`src/rtl/pwm_mux_pkg.sv`:
```
package pwm_mux_pkg;
  typedef enum logic [1:0] {
    BK_CTRL = 2'd0,
    BK_CLK  = 2'd1,
    BK_PER  = 2'd2,
    BK_DUTY = 2'd3
  } bank_e;

  localparam int CTRL_EN_IDX  = 0;
  localparam int CTRL_CAT_IDX = 1;
endpackage

```
`src/rtl/pwm_mux_regs.sv`:
```
module pwm_mux_regs
  import pwm_mux_pkg::*;
#(
  parameter int NCH = 8,
  parameter int CW  = 8,
  parameter int PSW = 3,
  localparam int CHW = $clog2(NCH),
  localparam int AW  = CHW + 2
) (
  input  logic                          clk,
  input  logic                          rst,
  input  logic [AW-1:0]                 addr,
  input  logic [CW-1:0]                 wdata,
  input  logic                          we,
  output logic [CW-1:0]                 rdata,
  output logic [NCH-1:0]                en_q,
  output logic [NCH/2-1:0]              cat_q,
  output logic [NCH-1:0][PSW-1:0]       sel_o,
  output logic [NCH-1:0][CW-1:0]        per_q,
  output logic [NCH-1:0][CW-1:0]        duty_q
);
  bank_e                  bk;
  logic [CHW-1:0]         idx;
  logic [NCH-1:0][CW-1:0] sel_q;
  logic [CW-1:0]          rd_mux;

  assign bk  = bank_e'(addr[AW-1:CHW]);
  assign idx = addr[CHW-1:0];

  always_ff @(posedge clk) begin
    if (rst) begin
      en_q   <= '0;
      cat_q  <= '0;
      sel_q  <= '0;
      per_q  <= '0;
      duty_q <= '0;
    end else if (we) begin
      case (bk)
        BK_CTRL: begin
          if (idx == CHW'(CTRL_EN_IDX))  en_q  <= wdata[NCH-1:0];
          if (idx == CHW'(CTRL_CAT_IDX)) cat_q <= wdata[NCH/2-1:0];
        end
        BK_CLK:  sel_q[idx]  <= wdata;
        BK_PER:  per_q[idx]  <= wdata;
        default: duty_q[idx] <= wdata;
      endcase
    end
  end

  always_comb begin
    case (bk)
      BK_CTRL: begin
        if (idx == CHW'(CTRL_EN_IDX))       rd_mux = CW'(en_q);
        else if (idx == CHW'(CTRL_CAT_IDX)) rd_mux = CW'(cat_q);
        else                                rd_mux = '0;
      end
      BK_CLK:  rd_mux = sel_q[idx];
      BK_PER:  rd_mux = per_q[idx];
      default: rd_mux = duty_q[idx];
    endcase
  end

  always_ff @(posedge clk) begin
    if (rst) rdata <= '0;
    else     rdata <= rd_mux;
  end

  for (genvar c = 0; c < NCH; c++) begin : g_sel
    assign sel_o[c] = sel_q[c][PSW-1:0];
  end
endmodule

```
`src/rtl/pwm_mux_prescale.sv`:
```
module pwm_mux_prescale #(
  parameter int PSW = 3,
  localparam int NT  = 2 ** PSW,
  localparam int DVW = NT - 1
) (
  input  logic          clk,
  input  logic          rst,
  input  logic          run,
  output logic [NT-1:0] tick
);
  logic [DVW-1:0] div_q;

  always_ff @(posedge clk) begin
    if (rst || !run) div_q <= '0;
    else             div_q <= div_q + 1'b1;
  end

  assign tick[0] = run;
  for (genvar k = 1; k < NT; k++) begin : g_tick
    assign tick[k] = run && (&div_q[k-1:0]);
  end

  AST_IDLE_CLEAR: assert property (@(posedge clk) disable iff (rst)
    !run |=> (div_q == '0));
endmodule

```
`src/rtl/pwm_mux_chan.sv`:
```
module pwm_mux_chan #(
  parameter int W = 8
) (
  input  logic         clk,
  input  logic         rst,
  input  logic         en,
  input  logic         tick,
  input  logic [W-1:0] per_in,
  input  logic [W-1:0] duty_in,
  output logic         pwm_o
);
  logic         act;
  logic [W-1:0] cnt;
  logic [W-1:0] per_s;
  logic [W-1:0] duty_s;
  logic         wrap;

  assign wrap = (cnt + W'(1)) == per_s;

  always_ff @(posedge clk) begin
    if (rst) begin
      act    <= 1'b0;
      cnt    <= '0;
      per_s  <= '0;
      duty_s <= '0;
      pwm_o  <= 1'b0;
    end else begin
      pwm_o <= act && (cnt < duty_s);
      if (!en) begin
        act    <= 1'b0;
        cnt    <= '0;
        per_s  <= per_in;
        duty_s <= duty_in;
      end else if (tick) begin
        if (!act || wrap) begin
          act    <= 1'b1;
          cnt    <= '0;
          per_s  <= per_in;
          duty_s <= duty_in;
        end else begin
          cnt <= cnt + W'(1);
        end
      end
    end
  end

  AST_OFF_LOW: assert property (@(posedge clk) disable iff (rst)
    (!en && !$past(en)) |=> !pwm_o);

  AST_WAIT_TICK: assert property (@(posedge clk) disable iff (rst)
    (en && !act && !tick) |=> !act);

  AST_CNT_RANGE: assert property (@(posedge clk) disable iff (rst)
    act |-> (per_s == '0 || cnt < per_s));
endmodule

```
`src/rtl/pwm_mux_pair.sv`:
```
module pwm_mux_pair #(
  parameter int CW  = 8,
  parameter int PSW = 3,
  localparam int NT = 2 ** PSW
) (
  input  logic           clk,
  input  logic           rst,
  input  logic           cat,
  input  logic           en_hi,
  input  logic           en_lo,
  input  logic [PSW-1:0] sel_hi,
  input  logic [PSW-1:0] sel_lo,
  input  logic [CW-1:0]  per_hi,
  input  logic [CW-1:0]  per_lo,
  input  logic [CW-1:0]  duty_hi,
  input  logic [CW-1:0]  duty_lo,
  input  logic [NT-1:0]  ticks,
  output logic           out_hi,
  output logic           out_lo
);
  logic out_lo8;
  logic out_cat;

  pwm_mux_chan #(.W(CW)) u_hi (
    .clk(clk), .rst(rst), .en(en_hi && !cat), .tick(ticks[sel_hi]),
    .per_in(per_hi), .duty_in(duty_hi), .pwm_o(out_hi)
  );

  pwm_mux_chan #(.W(CW)) u_lo (
    .clk(clk), .rst(rst), .en(en_lo && !cat), .tick(ticks[sel_lo]),
    .per_in(per_lo), .duty_in(duty_lo), .pwm_o(out_lo8)
  );

  pwm_mux_chan #(.W(2*CW)) u_cat (
    .clk(clk), .rst(rst), .en(en_lo && cat), .tick(ticks[sel_lo]),
    .per_in({per_hi, per_lo}), .duty_in({duty_hi, duty_lo}), .pwm_o(out_cat)
  );

  assign out_lo = out_lo8 | out_cat;

  AST_CAT_HI_OFF: assert property (@(posedge clk) disable iff (rst)
    (cat && $past(cat)) |=> !out_hi);
endmodule

```
`src/rtl/pwm_mux8.sv`:
```
module pwm_mux8
  import pwm_mux_pkg::*;
#(
  parameter int NCH = 8,
  parameter int CW  = 8,
  parameter int PSW = 3,
  localparam int CHW = $clog2(NCH),
  localparam int AW  = CHW + 2,
  localparam int NT  = 2 ** PSW
) (
  input  logic           clk,
  input  logic           rst,
  input  logic [AW-1:0]  bus_addr,
  input  logic [CW-1:0]  bus_wdata,
  input  logic           bus_we,
  output logic [CW-1:0]  bus_rdata,
  output logic [NCH-1:0] pwm_out
);
  logic [NCH-1:0]            en_q;
  logic [NCH/2-1:0]          cat_q;
  logic [NCH-1:0][PSW-1:0]   sel_q;
  logic [NCH-1:0][CW-1:0]    per_q;
  logic [NCH-1:0][CW-1:0]    duty_q;
  logic [NT-1:0]             ticks;

  pwm_mux_regs #(.NCH(NCH), .CW(CW), .PSW(PSW)) u_regs (
    .clk(clk), .rst(rst), .addr(bus_addr), .wdata(bus_wdata), .we(bus_we),
    .rdata(bus_rdata), .en_q(en_q), .cat_q(cat_q), .sel_o(sel_q),
    .per_q(per_q), .duty_q(duty_q)
  );

  pwm_mux_prescale #(.PSW(PSW)) u_pre (
    .clk(clk), .rst(rst), .run(|en_q), .tick(ticks)
  );

  for (genvar p = 0; p < NCH/2; p++) begin : g_pair
    pwm_mux_pair #(.CW(CW), .PSW(PSW)) u_pair (
      .clk(clk), .rst(rst), .cat(cat_q[p]),
      .en_hi(en_q[2*p]), .en_lo(en_q[2*p+1]),
      .sel_hi(sel_q[2*p]), .sel_lo(sel_q[2*p+1]),
      .per_hi(per_q[2*p]), .per_lo(per_q[2*p+1]),
      .duty_hi(duty_q[2*p]), .duty_lo(duty_q[2*p+1]),
      .ticks(ticks),
      .out_hi(pwm_out[2*p]), .out_lo(pwm_out[2*p+1])
    );
  end
endmodule

```
`config.mk`:
```
export PLATFORM = sky130hd
export DESIGN_NAME = pwm_mux8
export DESIGN_NICKNAME = d
export VERILOG_FILES = /design/src/rtl/pwm_mux_pkg.sv /design/src/rtl/pwm_mux_regs.sv /design/src/rtl/pwm_mux_prescale.sv /design/src/rtl/pwm_mux_chan.sv /design/src/rtl/pwm_mux_pair.sv /design/src/rtl/pwm_mux8.sv
export SDC_FILE = /design/constraint.sdc
export NUM_CORES = 2
export LEC_CHECK = 0
export BUFFER_PORTS_ARGS = -buffer_cell sky130_fd_sc_hd__clkbuf_2
export CELL_PAD_IN_SITES_DETAIL_PLACEMENT = 1
export CELL_PAD_IN_SITES_GLOBAL_PLACEMENT = 2
export CORE_MARGIN = 10
export CORE_UTILIZATION = 25
export DETAILED_ROUTE_END_ITERATION = 8
export PLACE_DENSITY_LB_ADDON = 0.1
export SLEW_MARGIN = 25
export SYNTH_ARGS = -nofsm -noshare
export SYNTH_HDL_FRONTEND = slang
export SYNTH_HIERARCHICAL = 1
export SYNTH_SLANG_ARGS = --single-unit
```
`constraint.sdc`:
```
create_clock -name clk -period 7.85 [get_ports clk]
set_input_delay 0.785 -clock clk [delete_from_list [all_inputs] [get_ports clk]]
set_output_delay 0.785 -clock clk [all_outputs]
set_load 0.01 [all_outputs]
```
Word-level counts from Yosys, hierarchy flattened

Cells that the tools add are included.

Bits in registers: 627
Bits of input ports: 16
Output and inout port bits: 16
Logic and storage cells: 406

$add $sub $neg: 13
$lt $le $gt $ge: 22
Equal/unequal tests: 39
Multiplexer cells: 114
Bitwise gates (word level): 17
Reduce and logical (&&, ||, !) cells: 113

Operator list:

| kind                    | count |
|---|---|
| $mux W8                 | 61 |
| $mux W16                | 28 |
| $bwmux W64              | 3 |
| $bmux W8 S3             | 3 |
| $add A16 B1 Y16 const B | 4 |
| $add A8 B1 Y8 const B   | 8 |
| $eq A16 B16 Y1          | 4 |
| $eq A8 B8 Y1            | 8 |
| $lt A16 B16 Y1          | 4 |
| $lt A8 B8 Y1            | 8 |
| $reduce_and A2 Y1       | 28 |
| $ne A2 B1 Y1 const B    | 20 |
| $lt A3 B4 Y1 const B    | 9 |
| $logic_and A1 B1 Y1     | 32 |
| $bmux W1 S3             | 8 |
| $demux W8 S3            | 1 |
| $pmux W8 S3             | 1 |
| $reduce_or A2 Y1        | 12 |
| $logic_not A1 Y1        | 17 |
| $logic_or A1 B1 Y1      | 13 |
| $not A1 Y1              | 13 |
| $reduce_and A3 Y1       | 3 |
| $mux W1                 | 8 |
| $ne A2 B2 Y1 const B    | 4 |
| other kinds (15)        | 18 |

Logic depth before layout (Yosys ltp)

Depth after elaboration: 6
Depth in mapped cells: 12
Depth with buffers taken out: 12

Hierarchy

Netlist, hierarchy kept.

By module, submodules not included:

| module                                     | instances | cells each | area an instance (µm²) | sequential area each (µm²) |
|---|---|---|---|---|
| pwm_mux_chan at g_pair[0].u_pair.u_cat ... | 4         | 367        | 3,173.0                | 1,001.0 |
| pwm_mux_chan at g_pair[0].u_pair.u_hi ...  | 8         | 167        | 1,532.7                | 520.5 |
| pwm_mux_regs                               | 1         | 1,033      | 9,783.1                | 4,244.1 |
| pwm_mux_pair                               | 4         | 10         | 152.6                  | 0.0 |
| pwm_mux_prescale                           | 1         | 38         | 339.1                  | 140.1 |
| pwm_mux8                                   | 1         | 3          | 16.3                   | 0.0 |

Worst setup path before layout

OpenSTA, ideal clock, no wires.

Path type: reg2reg
Start point: register u_regs.en_q[7]
End point: register g_pair[0].u_pair.u_lo.duty_s[4]
Setup time: 0.128 ns
Arrival time: 2.661 ns
Data required time: 7.722 ns
Setup slack: 5.061 ns
Cell stages (with the launch flop): 13
Buffers on the path: 1
Period minus slack after synthesis: 2.789 ns
Cell sequence: dfxtp_1 > nor4_1 > nand2_1 > nand4_1 > nor2_1 > and2_1 > mux4_1 > mux2_2 > inv_1 > o311ai_4 > buf_8 > mux2i_1 > nor2_1

Cells in the longest elaborated chain, start to end: 6
Elaborated cells on any way between the ends: 12
Those cells by class: eq/ne (1); mux (2); reduce/logical (9)

Ends and longest elaborated chain:

| element                       | line                   | text |
|---|---|---|
| from (decl)                   | pwm_mux_regs.sv:16     | `output logic [NCH-1:0] en_q,` |
| from (signal assigned)        | pwm_mux_regs.sv:40     | `if (idx == CHW'(CTRL_EN_IDX)) en_q <= wdata[NCH-1:0];` |
| $reduce_or A8 Y1              | pwm_mux8.sv:33         | `.clk(clk), .rst(rst), .run(\|en_q), .tick(ticks)` |
| $logic_and A1 B1 Y1           | pwm_mux_prescale.sv:20 | `assign tick[k] = run && (&div_q[k-1:0]);` |
| named net ticks[6]            | pwm_mux8.sv:24         | `logic [NT-1:0] ticks;` |
| $bmux W1 S3                   | pwm_mux_pair.sv:30     | `.clk(clk), .rst(rst), .en(en_lo && !cat), .tick(ticks[sel_lo]),` |
| $mux W1 (not written as such) | pwm_mux_pair.sv:30     |  |
| $ne A2 B2 Y1 (no line)        | -                      |  |
| $reduce_and A2 Y1 (no line)   | -                      |  |
| to (signal assigned)          | pwm_mux_chan.sv:33     | `duty_s <= duty_in;` |
| to (signal assigned)          | pwm_mux_chan.sv:39     | `duty_s <= duty_in;` |
| to (decl)                     | pwm_mux_chan.sv:15     | `logic [W-1:0] duty_s;` |

The timed path passes the listed nets, and every way through them passes these cells. The select of a mux whose other input is x is not followed.
A chain may end at the register's enable or synchronous reset.

Worst setup path in the final report

Start point: register u_regs.en_q[7]
End point: register g_pair[2].u_pair.u_cat.duty_s[9]

Cells in the longest elaborated chain, start to end: 6
Elaborated cells on any way between the ends: 12
Those cells by class: eq/ne (1); mux (2); reduce/logical (9)

Ends and longest elaborated chain:

| element                       | line                   | text |
|---|---|---|
| $reduce_or A8 Y1              | pwm_mux8.sv:33         |  |
| $logic_and A1 B1 Y1           | pwm_mux_prescale.sv:20 |  |
| named net ticks[6]            | pwm_mux8.sv:24         |  |
| $bmux W1 S3                   | pwm_mux_pair.sv:35     | `.clk(clk), .rst(rst), .en(en_lo && cat), .tick(ticks[sel_lo]),` |
| $mux W1 (not written as such) | pwm_mux_pair.sv:35     |  |
| $ne A2 B1 Y1 (no line)        | -                      |  |
| $reduce_and A2 Y1 (no line)   | -                      |  |
| to (signal assigned)          | pwm_mux_chan.sv:33     |  |
| to (signal assigned)          | pwm_mux_chan.sv:39     |  |
| to (decl)                     | pwm_mux_chan.sv:15     |  |

The timed path passes the listed nets, and every way through them passes these cells. The select of a mux whose other input is x is not followed.

==> out/results.tsv <==
metric	value	unit
status	complete, no violations	
reg2reg end	g_pair[2].u_pair/u_cat/duty_s[9]$_SDFFE_PP0P_	
Num CTS Buffers	85	
nets@finish	3941	
Hold Path Class	reg -> reg	
share of post-route cells with drive strength above 1	9.25	%
r2r setup slk	3580	ps
Clock Pin Slew Worst Setup and Hold Paths	60	ps
ys async rst share	0	%
Final Hold Viols	0	
max_slew headroom	27.8	%
Worst EP required	8450	ps
RD Place Congestion	0.738	
Die Width	398	um
Commonest cells post-synth	dfxtp_1 (627), mux2i_1 (388), nor2_1 (370), nand2b_1 (285), nand2_1 (255)	
Synth Instances	3918	
hold buffers post-CTS	0	
Final TNS setup	0	ps
root buffer cell	clkbuf_16	
top cells by area, synth	dfxtp_1 (35%), mux2i_1 (11%), nand2b_1 (5.0%)	
CTS Buffer Depth	3	
CP arrival	4860	ps
top-count cell post-synth	dfxtp_1	
final period utilization	54.3	%
Resized cells post-CTS	0	
Die ar.	158000	um^2
hold endpoint	u_pre/div_q[0]$_SDFF_PP0_	
Reg2Reg Depth	11	
Synth area leader	dfxtp_1	
num rows	138	
reg2reg start	u_regs/en_q[7]$_SDFFE_PP0P_	
DRT iter0 DRCs	1372	
pre-CTS WS	3550	ps
hold path depth	1	
clock tree from TritonCTS	built	
syn_nets	4065	
vias per cell	4.73	
DIE HEIGHT	398	um
area grow syn2layout	11.7	%
CP Launch Type	flop	
P per Cell Area	191	nW/um^2
critical path capture point type	flop	
total power	0.00760	W
maxcap violations	0	
worst-path maximum fanout	21	
Fin Clk Skew	21.5	ps
Post-CTS Setup Inserts	0	
total gr overflow	0	
Post-Layout Inst Area	39900	um^2
post-layout minimum cycle time	4270	ps
EDFF count, synth	0	
largest net degree at the start of global routing	168	
first-pass GRT wire length	186	mm
Post-Syn Area	35700	um^2
unrepaired setup endpoints after global routing	false	
Final Max Tran Viols	0	
DP Wirelength	86.6	mm
initial antenna violation count	14	
setup slack after layout	3580	ps
gr usage total	15.3	%
total number of vias	27300	
drt pass-1 iters	5	
Sink Count	627	
Final ANT Viol Nets	0	
vias in the first global route	27600	
dpl cell area	36900	um^2
CP Class	reg -> reg	
#FFs+latches synth	627	
Leakage	14.8	nW
Yosys top cell area share	35.2	%
Routed wire per std cell	21.4	um
Netlist cell types	77	
Avg Inst Size Synth	9.11	um^2
core area	142000	um^2
final-report setup violation count	0	
DRC viols	0	
ys flop type	dfxtp_1	
Worst-Skew Late Latency	680	ps
worst-margin pin slew	1080	ps
I/O Pins	32	
Initial Utilization	25.2	%
fmax	0.234	GHz
PortBufs	31	
Hold Startpoint	u_pre/div_q[0]$_SDFF_PP0_	
H-tree depth	3	
Synth Warn #	6	
register area share after synthesis	35.2	%
Hold Slack	464	ps
Detailed Route WL	123	mm
maximum VDD drop	143	uV
## state kept, by name (all words and copies together) (netlist names)
register,flops
g_pair.u_pair/u_cat/per_s,64
g_pair.u_pair/u_cat/cnt,64
u_regs/rdata,8
g_pair.u_pair/u_hi/pwm_o,4
g_pair.u_pair/u_lo/cnt,32
g_pair.u_pair/u_hi/per_s,32
u_regs/cat_q,4
g_pair.u_pair/u_hi/act,4
g_pair.u_pair/u_hi/duty_s,32
u_regs/per_q,64
g_pair.u_pair/u_lo/act,4
g_pair.u_pair/u_cat/act,4
g_pair.u_pair/u_cat/pwm_o,4
u_regs/sel_o,24
g_pair.u_pair/u_lo/duty_s,32
g_pair.u_pair/u_hi/cnt,32
g_pair.u_pair/u_lo/pwm_o,4
u_regs/en_q,8
g_pair.u_pair/u_lo/per_s,32
u_pre/div_q,7
u_regs/duty_q,64
g_pair.u_pair/u_cat/duty_s,64
u_regs/sel_q,40
## final cells by class
class | instances | area [um^2]
Antenna cell | 7 | 17.5
Clock buffer | 128 | 2520
Clock inverter | 25 | 385
Fill cell | 16200 | 102000
Inverter | 181 | 679
Multi-Input combinational cell | 2840 | 20900
Sequential cell | 627 | 12600
Tap cell | 1890 | 2360
Timing Repair Buffer | 59 | 459
## worst max-delay path, stage by stage (launching register included)
cell     delay, ps
dfxtp_1        350
nor4_1         290
nand2_1        400
nand4_1        240
nor2_1         150
and2_1         280
mux4_1         500
mux2_2         500
inv_1          250
o21a_2         510
buf_4          430
mux2i_1        220
## worst max-delay path by stage
stage                                      from                                            end  cells past startpoint
floorplan           u_regs/en_q[7]$_SDFFE_PP0P_   g_pair[0].u_pair/u_lo/duty_s[4]$_SDFFE_PP0P_                     12
global placement    u_regs/en_q[1]$_SDFFE_PP0P_    g_pair[2].u_pair/u_lo/per_s[4]$_SDFFE_PP0P_                     11
detailed placement  u_regs/en_q[5]$_SDFFE_PP0P_    g_pair[3].u_pair/u_lo/per_s[7]$_SDFFE_PP0P_                     12
CTS                 u_regs/en_q[1]$_SDFFE_PP0P_  g_pair[2].u_pair/u_cat/per_s[11]$_SDFFE_PP0P_                     11
global route        u_regs/en_q[1]$_SDFFE_PP0P_  g_pair[2].u_pair/u_cat/duty_s[3]$_SDFFE_PP0P_                     11
finish              u_regs/en_q[7]$_SDFFE_PP0P_  g_pair[2].u_pair/u_cat/duty_s[9]$_SDFFE_PP0P_                     11
## stage by stage
stage	std cells	utilization (%)
floorplan	3918	-
global placement	5591	26.0
detailed placement	5596	26.0
CTS	5749	28.1
global route	5750	28.1
finish	5757	28.1
## routing by layer
layer  vias to the layer above  track usage, %  part of all wire [%]
met4                        10            4.09                   2.0
met1                     13400            22.3                    52
met2                       275            22.9                    43
li1                      13400               -                     -
met3                       129            2.50                   3.5
met5                         -               0                 0.040
## cells by family after synthesis
| family | count (synthesis) | share of synthesized area, % |
|---|---|---|
| fa+ha+maj | 131 | 4.59 |
| flops | 627 | 35.2 |
| buf+inv | 451 | 6.42 |
| compound gates | 680 | 13.6 |
| simple gates | 1392 | 21.1 |
| mux | 456 | 14.7 |
| xor+xnor | 181 | 4.44 |
## power by group
| part | leakage [nW] | total [W] | internal (W) | switching (W) |
|---|---|---|---|---|
| Combinational | 8.32 | 0.000284 | 0.0000862 | 0.000198 |
| Clock | 1.42 | 0.00410 | 0.00251 | 0.00160 |
| Sequential | 5.05 | 0.00322 | 0.00320 | 0.0000194 |
## cells in the final DEF (no fill, tap or decap), types with 18 or more instances in the layout
cell       count
a22o_1        40
and4_1        20
nand4_1       41
a21oi_1      178
nand2_1      255
nand3_1       79
nor2_1       370
a21o_1        40
nor3_1        40
o21a_1        24
mux2i_1      388
clkbuf_1      22
or3_1         30
xnor2_1       84
nor4_1        18
inv_1        181
and2_1        39
nand2b_1     285
clkbuf_16     87
clkbuf_8      19
o2111ai_1     24
mux4_2        32
and3_1        22
clkbuf_2      27
buf_4         22
a211oi_1      24
nor2b_1       92
o21ai_0      158
xor2_1        97
mux2_2        20
ha_1         131
dfxtp_1      627
Note: power is estimated with default switching activity, not from simulation.
